**src/rtl/stk_pkg.sv**
```systemverilog
package stk_pkg;
  typedef enum logic [2:0] {
    OP_NONE = 3'd0,
    OP_PUSH = 3'd1,
    OP_POP  = 3'd2,
    OP_CALL = 3'd3,
    OP_RET  = 3'd4,
    OP_LOAD = 3'd5
  } stk_op_e;

  typedef enum logic [1:0] {
    PH_IDLE   = 2'd0,
    PH_CALLHI = 2'd1,
    PH_RETLO  = 2'd2
  } stk_phase_e;

  localparam int unsigned NUM_CMDS = 5;

  // Strobe index to operation, index order matches the command vector
  function automatic stk_op_e idx_to_op(input int unsigned idx);
    case (idx)
      0: return OP_PUSH;
      1: return OP_POP;
      2: return OP_CALL;
      3: return OP_RET;
      4: return OP_LOAD;
      default: return OP_NONE;
    endcase
  endfunction
endpackage

```
**src/rtl/stk_cmd_dec.sv**
```systemverilog
module stk_cmd_dec
  import stk_pkg::*;
(
  input  logic [NUM_CMDS-1:0] cmd_vec,
  input  logic                busy,
  output stk_op_e             op,
  output logic                illegal
);
  logic [$clog2(NUM_CMDS+1)-1:0] n_cmds;

  always_comb begin
    n_cmds = '0;
    for (int i = 0; i < NUM_CMDS; i++) begin
      n_cmds = n_cmds + {{($clog2(NUM_CMDS+1)-1){1'b0}}, cmd_vec[i]};
    end
  end

  assign illegal = !busy && (n_cmds > 1);

  always_comb begin
    op = OP_NONE;
    if (!busy && n_cmds == 1) begin
      for (int i = 0; i < NUM_CMDS; i++) begin
        if (cmd_vec[i]) op = idx_to_op(i);
      end
    end
  end
endmodule

```
**src/rtl/stk_ram.sv**
```systemverilog
module stk_ram #(
  parameter int AW = 8,
  parameter int DW = 8
) (
  input  logic          clk,
  input  logic [AW-1:0] addr,
  input  logic [DW-1:0] wdata,
  input  logic          we,
  output logic [DW-1:0] rdata
);
  localparam int DEPTH = 1 << AW;
  logic [DW-1:0] mem [DEPTH];

  always_ff @(posedge clk) begin
    if (we) mem[addr] <= wdata;
  end

  assign rdata = mem[addr];
endmodule

```
**src/rtl/stk_seq.sv**
```systemverilog
module stk_seq
  import stk_pkg::*;
#(
  parameter int          PW      = 8,
  parameter int          DW      = 8,
  parameter logic [PW-1:0] RST_PTR = 8'h07
) (
  input  logic            clk,
  input  logic            rst_n,
  input  stk_op_e         op,
  input  logic [DW-1:0]   push_data,
  input  logic [2*DW-1:0] call_addr,
  input  logic [PW-1:0]   load_val,
  input  logic [DW-1:0]   rd_data,
  output logic [PW-1:0]   sp,
  output logic [PW-1:0]   ram_addr,
  output logic [DW-1:0]   ram_wdata,
  output logic            ram_we,
  output logic            busy,
  output logic            pop_fire,
  output logic            ret_fire,
  output logic            pop_valid,
  output logic [DW-1:0]   pop_data,
  output logic            ret_valid,
  output logic [2*DW-1:0] ret_addr
);
  function automatic logic [PW-1:0] ptr_up(input logic [PW-1:0] p);
    return p + PW'(1);
  endfunction

  function automatic logic [PW-1:0] ptr_down(input logic [PW-1:0] p);
    return p - PW'(1);
  endfunction

  stk_phase_e    phase, phase_n;
  logic [PW-1:0] sp_n;
  logic [DW-1:0] hold, hold_n;

  assign busy = (phase != PH_IDLE);

  always_comb begin
    phase_n   = PH_IDLE;
    sp_n      = sp;
    hold_n    = hold;
    ram_addr  = sp;
    ram_wdata = '0;
    ram_we    = 1'b0;
    pop_fire  = 1'b0;
    ret_fire  = 1'b0;
    case (phase)
      PH_CALLHI: begin
        ram_addr  = ptr_up(sp);
        ram_wdata = hold;
        ram_we    = 1'b1;
        sp_n      = ptr_up(sp);
      end
      PH_RETLO: begin
        sp_n     = ptr_down(sp);
        ret_fire = 1'b1;
      end
      default: begin
        case (op)
          OP_PUSH: begin
            ram_addr  = ptr_up(sp);
            ram_wdata = push_data;
            ram_we    = 1'b1;
            sp_n      = ptr_up(sp);
          end
          OP_POP: begin
            sp_n     = ptr_down(sp);
            pop_fire = 1'b1;
          end
          OP_CALL: begin
            ram_addr  = ptr_up(sp);
            ram_wdata = call_addr[DW-1:0];
            ram_we    = 1'b1;
            sp_n      = ptr_up(sp);
            hold_n    = call_addr[2*DW-1:DW];
            phase_n   = PH_CALLHI;
          end
          OP_RET: begin
            sp_n    = ptr_down(sp);
            hold_n  = rd_data;
            phase_n = PH_RETLO;
          end
          OP_LOAD: sp_n = load_val;
          default: ;
        endcase
      end
    endcase
  end

  always_ff @(posedge clk or negedge rst_n) begin
    if (!rst_n) begin
      phase     <= PH_IDLE;
      sp        <= RST_PTR;
      hold      <= '0;
      pop_valid <= 1'b0;
      pop_data  <= '0;
      ret_valid <= 1'b0;
      ret_addr  <= '0;
    end else begin
      phase     <= phase_n;
      sp        <= sp_n;
      hold      <= hold_n;
      pop_valid <= pop_fire;
      ret_valid <= ret_fire;
      if (pop_fire) pop_data <= rd_data;
      if (ret_fire) ret_addr <= {hold, rd_data};
    end
  end
endmodule

```
**src/rtl/stk_ptr_unit.sv**
```systemverilog
module stk_ptr_unit
  import stk_pkg::*;
#(
  parameter int            PW      = 8,
  parameter int            DW      = 8,
  parameter logic [PW-1:0] RST_PTR = 8'h07
) (
  input  logic            clk,
  input  logic            rst_n,
  input  logic            push_req,
  input  logic [DW-1:0]   push_data,
  input  logic            pop_req,
  input  logic            call_req,
  input  logic [2*DW-1:0] call_addr,
  input  logic            ret_req,
  input  logic            load_req,
  input  logic [PW-1:0]   load_val,
  output logic [PW-1:0]   sp_out,
  output logic            busy,
  output logic            illegal,
  output logic [PW-1:0]   ram_addr,
  output logic [DW-1:0]   ram_wdata,
  output logic            ram_we,
  output logic            pop_valid,
  output logic [DW-1:0]   pop_data,
  output logic            ret_valid,
  output logic [2*DW-1:0] ret_addr
);
  // Named internal events, brought out for the checker
  stk_op_e             cur_op;
  logic [NUM_CMDS-1:0] cmd_vec;
  logic [DW-1:0]       rd_data;
  logic                pop_fire;
  logic                ret_fire;

  assign cmd_vec = {load_req, ret_req, call_req, pop_req, push_req};

  stk_cmd_dec i_dec (
    .cmd_vec (cmd_vec),
    .busy    (busy),
    .op      (cur_op),
    .illegal (illegal)
  );

  stk_seq #(.PW(PW), .DW(DW), .RST_PTR(RST_PTR)) i_seq (
    .clk       (clk),
    .rst_n     (rst_n),
    .op        (cur_op),
    .push_data (push_data),
    .call_addr (call_addr),
    .load_val  (load_val),
    .rd_data   (rd_data),
    .sp        (sp_out),
    .ram_addr  (ram_addr),
    .ram_wdata (ram_wdata),
    .ram_we    (ram_we),
    .busy      (busy),
    .pop_fire  (pop_fire),
    .ret_fire  (ret_fire),
    .pop_valid (pop_valid),
    .pop_data  (pop_data),
    .ret_valid (ret_valid),
    .ret_addr  (ret_addr)
  );

  stk_ram #(.AW(PW), .DW(DW)) i_ram (
    .clk   (clk),
    .addr  (ram_addr),
    .wdata (ram_wdata),
    .we    (ram_we),
    .rdata (rd_data)
  );
endmodule

```
**config.mk**
```make
export PLATFORM = sky130hd
export DESIGN_NAME = stk_ptr_unit
export DESIGN_NICKNAME = d
export VERILOG_FILES = /design/src/rtl/stk_pkg.sv /design/src/rtl/stk_cmd_dec.sv /design/src/rtl/stk_ram.sv /design/src/rtl/stk_seq.sv /design/src/rtl/stk_ptr_unit.sv
export SDC_FILE = /design/constraint.sdc
export NUM_CORES = 2
export LEC_CHECK = 0
export BUFFER_PORTS_ARGS = -buffer_cell sky130_fd_sc_hd__buf_2
export CELL_PAD_IN_SITES_DETAIL_PLACEMENT = 1
export CELL_PAD_IN_SITES_GLOBAL_PLACEMENT = 1
export CORE_MARGIN = 5
export CORE_UTILIZATION = 50
export DETAILED_ROUTE_END_ITERATION = 7
export PLACE_DENSITY_LB_ADDON = 0.1
export SETUP_SLACK_MARGIN = 0.05
export SKIP_CTS_REPAIR_TIMING = 1
export SKIP_LAST_GASP = 1
export SYNTH_ARGS = -nofsm -noshare
export SYNTH_HDL_FRONTEND = slang
export SYNTH_HIERARCHICAL = 1
export SYNTH_SLANG_ARGS = --single-unit
export TNS_END_PERCENT = 100
```
**constraint.sdc**
```tcl
create_clock -name clk -period 36.6 [get_ports clk]
set_input_delay 5.49 -clock clk [delete_from_list [all_inputs] [get_ports clk]]
set_output_delay 5.49 -clock clk [all_outputs]
set_load 0.005 [all_outputs]
```
==> results list <==
- At the pin with the least slew margin, the transition time is 1267 ps.
* Clock skew after layout: 23.45 ps
- The max-slew violation count is 0.
- The area growth from synthesis to layout is 11.95%.
- Cell taking the most area after synthesis: sky130_fd_sc_hd__edfxtp_1
* Flop and latch count out of synthesis: 2092
* Count of clock tree sinks: 2092
- Data on the critical path is required at its endpoint by 31110 ps.
- Based on the critical path, the design can be clocked at up to 59.39 MHz.
* Static leakage: 0.02936 uW
* Prevailing post-synth register cell: sky130_fd_sc_hd__edfxtp_1
* Mean instance size in the synthesized netlist: 21.04 um2
* First-pass GRT wire length: 306200 um
- Overall fraction of global-route tracks in use: 0.2494
- Measured along the y axis, the die boundary spans 413.4 um.
- Ordered cell list for the critical path: buf_2 > fa_1 > fa_1 > ha_1 > or4b_4 > a21oi_1 > and2b_1 > nand2b_1 > nand2_1 > a21oi_1 > nor3_1 > buf_2
* Post-Syn Nets: 3917
- Synthesis produced a netlist whose cell count is 3868.
* Endpoint arrival time on the critical path: 11350 ps
- Counting flops with an async set or reset pin after synthesis yields a share of 0.02103.
- Minimum clock period after layout: 16840 ps
* Number of port buffers: 91
- Max H-tree Level: 4
* Clk slew on worst S/H paths: 60 ps
* Weighted congestion at the end of routability-driven global placement: 0.7798
- FF+latch area: 62600 um2
- Entering global routing, the biggest net connects 213 pins.
- Global route total overflow: 0
- RSZ-0062 raised after global routing: false
- The critical path is of the input pin to primary output type.
* Detailed router's first-iteration violation count: 4486
* Clock root buffer: sky130_fd_sc_hd__clkbuf_16
- Initial Utilization: 0.5016
- The total area inside the core boundary comes to 162200 um2.
* Kind of end point of the critical path: primary output
* Highest-delay cell along the critical path: sky130_fd_sc_hd__nor3_1
* Max FO, Critical Path: 16
* Run status: complete, no violations
* Max-cap viol count: 0
- Die span in x: 413.4 um
- Routed WL per cell: 33.04 um
* Worst VDD drop: 0.00006503 V
- For this run, design rule violations remaining after detail routing come to 0.
* Total clock buffers created by CTS: 210
- Period utilisation layout: 0.4600
- After detailed routing, the total wire length is 210800 um.
* Netlist Area Pre-Place: 81370 um2
- Overall die area: 170900 um2
- The Yosys step of the flow raised 6 warnings.
* Layout net count: 4080
* Area share of the largest cell type after synthesis: 0.7558
- Path class of the lowest-slack min-delay path: flop to flop
- The routed layout has 40070 vias.
- Counting flops with a built-in enable in the synthesized netlist gives 2048.
- Once placement completed, the tool counted placed cells totaling 5994.
- Startpoint type of the worst setup path: input pin
- Number of filler instances in the final layout: 13820
- Most common cell in the netlist: sky130_fd_sc_hd__edfxtp_1
- TritonCTS built the clock tree.
* Sequential share of the synthesized area: 0.7693
- Multi-input gate area in the final layout: 17770 um2
* Power per Cell Area: 75.69 nW/um2
- Number of failing hold endpoints at the final stage: 0
- Before antenna repair, the detailed router went through 5 iterations.
- The number of different library cells used by synthesis comes to 67.
- After detailed routing, the number of vias per cell comes to 6.282.
- Counting both buffers and inverters, the worst setup path holds a total of 2.
* Antenna viol nets, final: 0
* Final Power: 6895 uW
- Setup TNS: 0 ps
- Worst-Skew Late Latency: 850 ps
- In the final layout, the share of cells above drive strength 1 is 0.2555.
- Most used standard cells in the synthesized netlist: 2048 x sky130_fd_sc_hd__edfxtp_1, 512 x sky130_fd_sc_hd__mux4_2, 261 x sky130_fd_sc_hd__nor2_1
* Std-Cell Rows: 148
* Number of standard cells in the final layout excluding fillers: 6379
- Cell types with the largest area share after synthesis: sky130_fd_sc_hd__edfxtp_1 76%, sky130_fd_sc_hd__mux4_2 14%, sky130_fd_sc_hd__a22oi_1 2.4%, sky130_fd_sc_hd__dfrtp_1 1.3%, sky130_fd_sc_hd__nor2_1 1.2%
- Crit-path max cell delay: 950 ps
- I/O pin count: 92
- Via count of the first global-routing pass: 41660
* Cell family with most CP delay: simple AND/OR/NAND/NOR gates
* Half-perimeter wire length of the detailed placement result: 124500 um
* Buffer levels on the longest clock path: 3
- The initial antenna violation count came to 4.
- Slew Limit Headroom: 0.1442
* Setup violation total in the final timing report: 0
-- cells in the final DEF, fill, tap and decap left out, drive strengths merged, types with 3 or more instances in the layout --
master	netlist	layout
mux4	512	512
clkinv	0	87
nand3	20	20
bufinv	0	7
a211oi	4	4
a22oi	257	257
nor2	263	263
o41ai	32	32
xnor2	5	5
a221oi	6	6
mux2i	17	17
nor2b	12	12
dfstp	3	3
edfxtp	2048	2048
and3	4	4
or2	3	3
o21ai	15	15
inv	12	18
nand2	56	56
nor3	36	36
nand2b	11	11
a221o	4	4
a21oi	152	152
clkbuf	165	282
mux2	24	24
nand4	8	8
ha	8	8
o211ai	3	3
buf	93	209
a21o	3	3
dfrtp	41	41
o22ai	3	3
o221ai	5	5
and2	7	7
-- state kept, by name (all words and copies together) (netlist names) --
signal,count
i_seq/ret_valid,1
i_seq/ret_addr,16
i_seq/pop_valid,1
i_seq/phase,2
i_seq/pop_data,8
i_ram/mem,2048
i_seq/sp,8
i_seq/hold,8
-- report_power, final --
part           switching, uW  total (uW)  internal [uW]
combinational           1290        2140            852
clock                    896        2040           1140
sequential              32.0        2720           2680
-- cell type report --
type | count | area share
sequential | 2092 | 0.6872
timing repair buffer | 209 | 0.01596
multi-input combinational | 1506 | 0.1951
clock inverter | 102 | 0.008873
inverter | 12 | 0.0004945
clock buffer | 282 | 0.06248
antenna | 1 | 0.00002747
tap | 2175 | 0.02987
-- through the flow --
step / area [um2] / util / setup WS, ps / hold WS (ps)
floorplan: 81370 / - / 12970 / 502.7
global placement: 84590 / 0.5215 / 19910 / 484.7
detailed placement: 84590 / 0.5215 / 19730 / 492.4
CTS: 91090 / 0.5616 / 19740 / 506.1
global route: 91090 / 0.5616 / 19340 / 522.3
finish: 91100 / 0.5616 / 19760 / 504.2
-- worst register-to-register path: stages, from the launching register on --
cell and delay [ps]:
sky130_fd_sc_hd__dfrtp_1 380, sky130_fd_sc_hd__inv_1 80, sky130_fd_sc_hd__ha_1 140, sky130_fd_sc_hd__inv_1 60, sky130_fd_sc_hd__or4b_4 560, sky130_fd_sc_hd__a21oi_1 710
sky130_fd_sc_hd__and2b_1 420, sky130_fd_sc_hd__nand2b_1 610, sky130_fd_sc_hd__nand2_1 870, sky130_fd_sc_hd__nand2_1 210, sky130_fd_sc_hd__o21ai_4 100, sky130_fd_sc_hd__buf_4 630
sky130_fd_sc_hd__buf_4 750, sky130_fd_sc_hd__buf_4 750, sky130_fd_sc_hd__buf_4 900, sky130_fd_sc_hd__mux4_2 460, sky130_fd_sc_hd__a22oi_1 280, sky130_fd_sc_hd__a21oi_1 100
sky130_fd_sc_hd__o41ai_1 1140, sky130_fd_sc_hd__nand4_1 530, sky130_fd_sc_hd__mux2_2 430
-- path summary, 6_finish.rpt --
path                              startpoint                end  slack, ps  cells after the start
min in group asynchronous              rst_n        i_seq/sp[3]       4850                      1
min reg2reg                i_seq/ret_addr[6]  i_seq/ret_addr[6]        500                      1
min                        i_seq/ret_addr[6]  i_seq/ret_addr[6]        500                      1
max                                 push_req        ram_addr[3]      19760                     12
max reg2reg                   i_seq/phase[1]  i_seq/ret_addr[5]      26380                     20
max in group asynchronous              rst_n  i_seq/pop_data[6]      31100                      1
-- routing by layer --
layer / GRT usage / vias up / wire (um)
met1: 0.3620 / 21810 / 89480
li1: - / 16600 / -
met5: 0 / - / 72
met2: 0.3926 / 1370 / 101000
met4: 0.06966 / 4 / 5687
met3: 0.04760 / 286 / 14540
-- cell families after synthesis --
logic type	after synthesis	share of synthesized area
AO/OA/AOI/OAI	503	0.04235
XOR/XNOR	7	0.0007534
adder cells (fa/ha/maj)	10	0.001722
buffers and inverters	270	0.01545
flip-flops	2092	0.7693
multiplexers	553	0.1471
AND/OR/NAND/NOR	433	0.02326
Note: power is estimated with default switching activity, not from simulation.
